===== config.mk =====
export PLATFORM = sky130hd
export DESIGN_NAME = tagged_bht
export DESIGN_NICKNAME = d
export VERILOG_FILES = /design/src/rtl/bht_pkg.sv /design/src/rtl/bht_entry.sv /design/src/rtl/bht_rr_ptr.sv /design/src/rtl/tagged_bht.sv
export SDC_FILE = /design/constraint.sdc
export NUM_CORES = 1
export LEC_CHECK = 0
export CORE_MARGIN = 3
export CORE_UTILIZATION = 62
export DETAILED_ROUTE_END_ITERATION = 8
export PLACE_DENSITY = 0.88
export SLEW_MARGIN = 10
export SYNTH_ARGS = -nofsm -noshare
export SYNTH_HDL_FRONTEND = slang
export SYNTH_SLANG_ARGS = --single-unit

===== constraint.sdc =====
create_clock -name clk -period 8.7 [get_ports clk]
set_input_delay 1.74 -clock clk [delete_from_list [all_inputs] [get_ports clk]]
set_output_delay 1.74 -clock clk [all_outputs]
set_load 0.02 [all_outputs]

===== src/rtl/bht_pkg.sv =====
package bht_pkg;

    typedef enum logic [1:0] {
        PRED_NT_STRONG = 2'b00,
        PRED_NT_WEAK   = 2'b01,
        PRED_T_WEAK    = 2'b10,
        PRED_T_STRONG  = 2'b11
    } pred_state_e;

endpackage


===== src/rtl/bht_entry.sv =====
module bht_entry
    import bht_pkg::*;
#(
    parameter int ADDR_W = 16
) (
    input  logic              clk,
    input  logic              rst_n,
    input  logic              alloc_we,
    input  logic              hit_we,
    input  logic              wr_taken,
    input  logic [ADDR_W-1:0] wr_tag,
    input  logic [ADDR_W-1:0] wr_target,
    output logic              ent_valid,
    output logic [ADDR_W-1:0] ent_tag,
    output logic [ADDR_W-1:0] ent_target,
    output logic              ent_pred_taken
);

    pred_state_e state_q, state_d;

    // Transition of the two-bit predictor on a resolved outcome
    always_comb begin
        state_d = state_q;
        if (alloc_we) begin
            state_d = wr_taken ? PRED_T_WEAK : PRED_NT_WEAK;
        end else if (hit_we) begin
            unique case (state_q)
                PRED_NT_STRONG: state_d = wr_taken ? PRED_NT_WEAK  : PRED_NT_STRONG;
                PRED_NT_WEAK:   state_d = wr_taken ? PRED_T_STRONG : PRED_NT_STRONG;
                PRED_T_WEAK:    state_d = wr_taken ? PRED_T_STRONG : PRED_NT_STRONG;
                PRED_T_STRONG:  state_d = wr_taken ? PRED_T_STRONG : PRED_T_WEAK;
                default:        state_d = PRED_NT_WEAK;
            endcase
        end
    end

    always_ff @(posedge clk) begin
        if (!rst_n) begin
            state_q    <= PRED_NT_WEAK;
            ent_valid  <= 1'b0;
            ent_tag    <= '0;
            ent_target <= '0;
        end else begin
            state_q <= state_d;
            if (alloc_we) begin
                ent_valid  <= 1'b1;
                ent_tag    <= wr_tag;
                ent_target <= wr_target;
            end else if (hit_we) begin
                ent_target <= wr_target;
            end
        end
    end

    always_comb ent_pred_taken = state_q[1];

endmodule


===== src/rtl/bht_rr_ptr.sv =====
module bht_rr_ptr #(
    parameter int ENTRIES = 4,
    parameter int PTR_W   = 2
) (
    input  logic             clk,
    input  logic             rst_n,
    input  logic             adv,
    output logic [PTR_W-1:0] ptr
);

    localparam logic [PTR_W-1:0] LAST = PTR_W'(ENTRIES - 1);

    always_ff @(posedge clk) begin
        if (!rst_n) begin
            ptr <= '0;
        end else if (adv) begin
            ptr <= (ptr == LAST) ? '0 : ptr + 1'b1;
        end
    end

endmodule


===== src/rtl/tagged_bht.sv =====
module tagged_bht #(
    parameter int ADDR_W     = 16,
    parameter int ENTRIES    = 4,
    parameter int INSTR_STEP = 4
) (
    input  logic              clk,
    input  logic              rst_n,
    input  logic [ADDR_W-1:0] lkp_pc,
    output logic              lkp_hit,
    output logic              lkp_taken,
    output logic [ADDR_W-1:0] lkp_target,
    output logic [ADDR_W-1:0] fetch_next,
    input  logic              upd_valid,
    input  logic [ADDR_W-1:0] upd_pc,
    input  logic              upd_taken,
    input  logic [ADDR_W-1:0] upd_target
);

    localparam int PTR_W = (ENTRIES > 1) ? $clog2(ENTRIES) : 1;

    logic [ENTRIES-1:0] ent_valid;
    logic [ENTRIES-1:0] ent_pred;
    logic [ADDR_W-1:0]  ent_tag    [ENTRIES];
    logic [ADDR_W-1:0]  ent_target [ENTRIES];
    logic [ENTRIES-1:0] lkp_match;
    logic [ENTRIES-1:0] upd_match;
    logic               upd_hit;
    logic               alloc;
    logic [PTR_W-1:0]   alloc_ptr;

    always_comb begin
        upd_hit = |upd_match;
        alloc   = upd_valid && !upd_hit;
    end

    bht_rr_ptr #(.ENTRIES(ENTRIES), .PTR_W(PTR_W)) rr_i (
        .clk   (clk),
        .rst_n (rst_n),
        .adv   (alloc),
        .ptr   (alloc_ptr)
    );

    for (genvar g = 0; g < ENTRIES; g++) begin : g_ent
        always_comb begin
            lkp_match[g] = ent_valid[g] && (ent_tag[g] == lkp_pc);
            upd_match[g] = ent_valid[g] && (ent_tag[g] == upd_pc);
        end

        bht_entry #(.ADDR_W(ADDR_W)) ent_i (
            .clk            (clk),
            .rst_n          (rst_n),
            .alloc_we       (alloc && (alloc_ptr == PTR_W'(g))),
            .hit_we         (upd_valid && upd_match[g]),
            .wr_taken       (upd_taken),
            .wr_tag         (upd_pc),
            .wr_target      (upd_target),
            .ent_valid      (ent_valid[g]),
            .ent_tag        (ent_tag[g]),
            .ent_target     (ent_target[g]),
            .ent_pred_taken (ent_pred[g])
        );
    end

    // Parallel compare result folded into one read port
    always_comb begin
        lkp_hit    = 1'b0;
        lkp_taken  = 1'b0;
        lkp_target = '0;
        for (int i = 0; i < ENTRIES; i++) begin
            if (lkp_match[i]) begin
                lkp_hit    = 1'b1;
                lkp_taken  = ent_pred[i];
                lkp_target = ent_target[i];
            end
        end
        fetch_next = (lkp_hit && lkp_taken) ? lkp_target
                                            : lkp_pc + ADDR_W'(INSTR_STEP);
    end

endmodule


==> results by group <==
Routing
  – Via density: just over 6
  – Final wirelength: around 22000 µm
  – Initial DRC count: ~900
  – Wire length per cell: approximately 21 µm
  – DR DRC count: 0
  – First-pass DRT Iterations: 8
  – Detailed-route via count: around 6.6k
  – Routed Antenna Nets: 0

CTS
  – Post_cts resized: 0
  – CTS clk-pin slew, worst paths: about 0.060 ns
  – Clock root cell: clkbuf_16
  – Post-CTS Setup Bufs: 0
  – Clock Sinks: between 100 and 150
  – Worst-case clock buffer depth: 2
  – Clk_lat worst skew: approximately 0.43 ns
  – CTS Buf Count: 17
  – CTS tree: yes
  – Hold-fix buffers at CTS: 0
  – H-tree lvl count: 4

Logic synthesis
  – YS warnings: 0
  – Synth Flop Type: dfxtp_1
  – Post-synth cell types: a little over 50
  – EDFF count, synth: 0
  – Post-Synthesis Cells: 855
  – Post-synthesis sequential area ratio: between 30% and 40%
  – Flops & latches, synth: ~140
  – Avg Inst Size Synth: 9.21 µm²
  – Net Count, Synth: 920
  – Synthesized cell area: between 7000 and 8000 µm²
  – Ys async rst share: 0%

Power and ir drop
  – Sw frac: around a quarter
  – Post-layout power: ~1.7 mW
  – Leak: 3.79 nW
  – Sequential power share: between 40% and 50%
  – Comb power frac: between 10% and 20%
  – Pint: approximately 1.2 mW
  – Switching power: 0.438 mW
  – Clock power share: about 45%
  – Maximum vdd ir drop: roughly 0.12 mV
  – Power density cells: between 150 and 200 nW/µm²

STA
  – Worst slew pin tran: between 1 and 1.5 ns
  – Minimum clock period: 7.31 ns
  – RSZ-0062 raised after global routing: false
  – Final setup viols: 0
  – Max Freq: about 0.14 GHz
  – Final slew viol count: 0
  – Max transition margin: approximately a quarter
  – Clk_skew: around 0.009 ns
  – Tcrit/Tclk final: a little over four fifths
  – Hold Violations, Final: 0
  – Setup TNS: 0 ns

Worst setup path
  – Critical path class: in -> out
  – Worst R2R Setup Slack: 5.58 ns
  – Top cell by count, worst path: clkdlybuf4s50_1
  – CP max stage cell: clkdlybuf4s50_1
  – Worst Path Required: 6.96 ns
  – Critical path peak fanout: 17
  – Cells along the critical path: clkdlybuf4s50_1, xor2_1, nor4_1, nand4_1, a311oi_4, buf_4, a221o_1, o221a_2, mux2_2, clkdlybuf4s50_1
  – Crit path launch type: input pin
  – Crit. End Element: output port
  – Arrival @ worst endpoint: 5.57 ns
  – Max incr delay on CP: 0.64 ns

GRT
  – Initial antenna violation count: 0
  – GR Util met2: between 50% and 60%
  – Global Route met3 Usage: under 10%
  – Total GRT Usage: between 30% and 40%
  – First-pass GRT wire length: between 30000 and 40000 µm
  – Met1 usage: 41.8%
  – Number of global-route vias before repair: 6579
  – GRT busiest layer: met2
  – Largest net degree at the start of global routing: a little over 100
  – Total gr overflow: 0

Run status
  – Status: finished clean

Layout
  – Multi-input logic area: roughly 4500 µm²
  – ANT cells: 0
  – Final Non-Filler Cells: approximately 1.1k
  – Reg area: ~2800 µm²
  – P&R area growth vs syn: 16.9%
  – Filler instances: approximately 840
  – Layout cells sized above 1: under 10%
  – Final net count: 958

Floorplan
  – Core ar.: 12200 µm²
  – Die Span Y: between 100 and 150 µm
  – I/O pin cnt: 86
  – Starting Density: roughly 65%
  – Die Wd: 119 µm
  – Row count: 40
  – Die ar.: 14100 µm²

Min path
  – Worst min path class: reg -> reg

Placed design
  – Routability cong.: between 1 and 1.5
  – HPWL Detailed: 15300 µm
  – Number of port buffers: 85
  – Placed cell count: between 1k and 1.5k

Run
  – Maxcap violations: 0
-- layout make-up --
cell class,instances,area share [%]
multi-input combinational,616,49.4
sequential,142,30.9
timing repair buffer,95,10.0
clock buffer,19,4.81
tap,168,2.28
clock inverter,13,1.77
inverter,21,0.856
-- cell families after synthesis --
family / share of synthesized area (%)
AND/OR/NAND/NOR: 15.7
flip-flops: 36.1
XOR/XNOR: 15.6
AO/OA/AOI/OAI: 12.7
buffers and inverters: 6.27
multiplexers: 11.6
adder cells (fa/ha/maj): 2.06
-- layout by cell type, fill, tap and decap left out, drive strengths merged, types with 5 or more instances in the layout --
master         synthesis  layout
dfxtp                142     142
nand2                 96      96
clkdlybuf4s50          0      84
xnor2                 75      75
mux2i                 69      69
xor2                  65      65
nand3                 57      57
o21ai                 52      52
inv                   21      23
clkbuf                28      19
nor2b                 18      18
nand4                 17      17
a221o                 17      17
mux2                  17      17
o221a                 16      16
a22o                  16      16
nor4                  16      16
nor2                  13      13
ha                    13      13
buf                   48      11
nor3                   9       9
a21oi                  8       8
and3                   7       7
a21boi                 5       5
clkinv                 0       5
-- critical path, delay by kind of cell --
kind            cells  cell delay [ns]
compound gates      3             1.04
mux                 1             0.41
simple gates        2             0.67
buf+inv             3             1.46
xor+xnor            1             0.24
-- flip-flops by register name (all words and copies together), names as in the netlist --
signal                  flops
g_ent.ent_i.ent_tag        64
g_ent.ent_i.ent_target     64
g_ent.ent_i.ent_valid       4
g_ent.ent_i.state_q         8
rr_i.ptr                    2
-- worst paths after layout --
| path | start | endpoint | depth (start not counted) |
|---|---|---|---|
| setup / recovery | lkp_pc[4] | fetch_next[5] | 10 |
| hold / removal | g_ent[0].ent_i.ent_target[10] | g_ent[0].ent_i.ent_target[10] | 2 |
| setup reg to reg | g_ent[2].ent_i.ent_tag[3] | g_ent[2].ent_i.ent_target[11] | 7 |
| hold reg to reg | g_ent[0].ent_i.ent_target[10] | g_ent[0].ent_i.ent_target[10] | 2 |
-- per-stage QoR --
stage	setup slack (ns)	area (µm²)	util, %	hold slack (ns)
after floorplan	3.10	7880	-	0.438
after global placement	1.56	8600	70.4	0.445
after detailed placement	1.52	8600	70.4	0.454
after CTS	1.48	9210	75.4	0.461
after global routing	1.27	9210	75.4	0.481
final	1.39	9210	75.4	0.463
-- synth_stat cells (2+ instances only) --
library cell / number / area share (%)
dfxtp_1: 142 / 36
nand2_1: 96 / 4.6
xnor2_1: 75 / 8.3
mux2i_1: 69 / 8.8
xor2_1: 65 / 7.2
nand3_1: 57 / 3.6
o21ai_0: 51 / 3.2
buf_2: 34 / 2.2
clkbuf_1: 28 / 1.3
inv_1: 21 / 1.0
nor2b_1: 18 / 1.4
a221o_1: 17 / 2.2
nand4_1: 17 / 1.4
a22o_1: 16 / 1.8
o221a_2: 16 / 2.3
nor4_1: 14 / 1.1
ha_1: 13 / 2.1
nor2_1: 13 / 0.62
mux2_4: 9 / 1.7
a21oi_1: 8 / 0.51
mux2_2: 8 / 1.1
nor3_1: 8 / 0.51
and3_1: 7 / 0.56
buf_6: 7 / 1.0
buf_4: 5 / 0.48
a21boi_0: 4 / 0.38
nand4b_1: 4 / 0.44
o31ai_1: 3 / 0.29
a31oi_1: 2 / 0.16
a31oi_4: 2 / 0.54
and2_1: 2 / 0.16
and3b_1: 2 / 0.22
nor3b_1: 2 / 0.19
o21a_1: 2 / 0.19
o22ai_1: 2 / 0.16
-- power by group through the flow --
stage | logic [mW] | registers, mW | clock network [mW]
CTS | 0.214 | 0.705 | 0.752
global placement | 0.206 | 0.717 | 0
detailed placement | 0.210 | 0.719 | 0
floorplan | 0.151 | 0.709 | 0
global route | 0.232 | 0.708 | 0.780
finish | 0.217 | 0.707 | 0.747
-- routing by layer --
layer	vias up	share of wire, %	wire (µm)
li1	3068	-	-
met3	58	9.5	2140
met1	3162	41	9160
met5	-	0	0
met4	0	2.8	620
met2	355	47	10500
(Power assumes the default switching activity.)
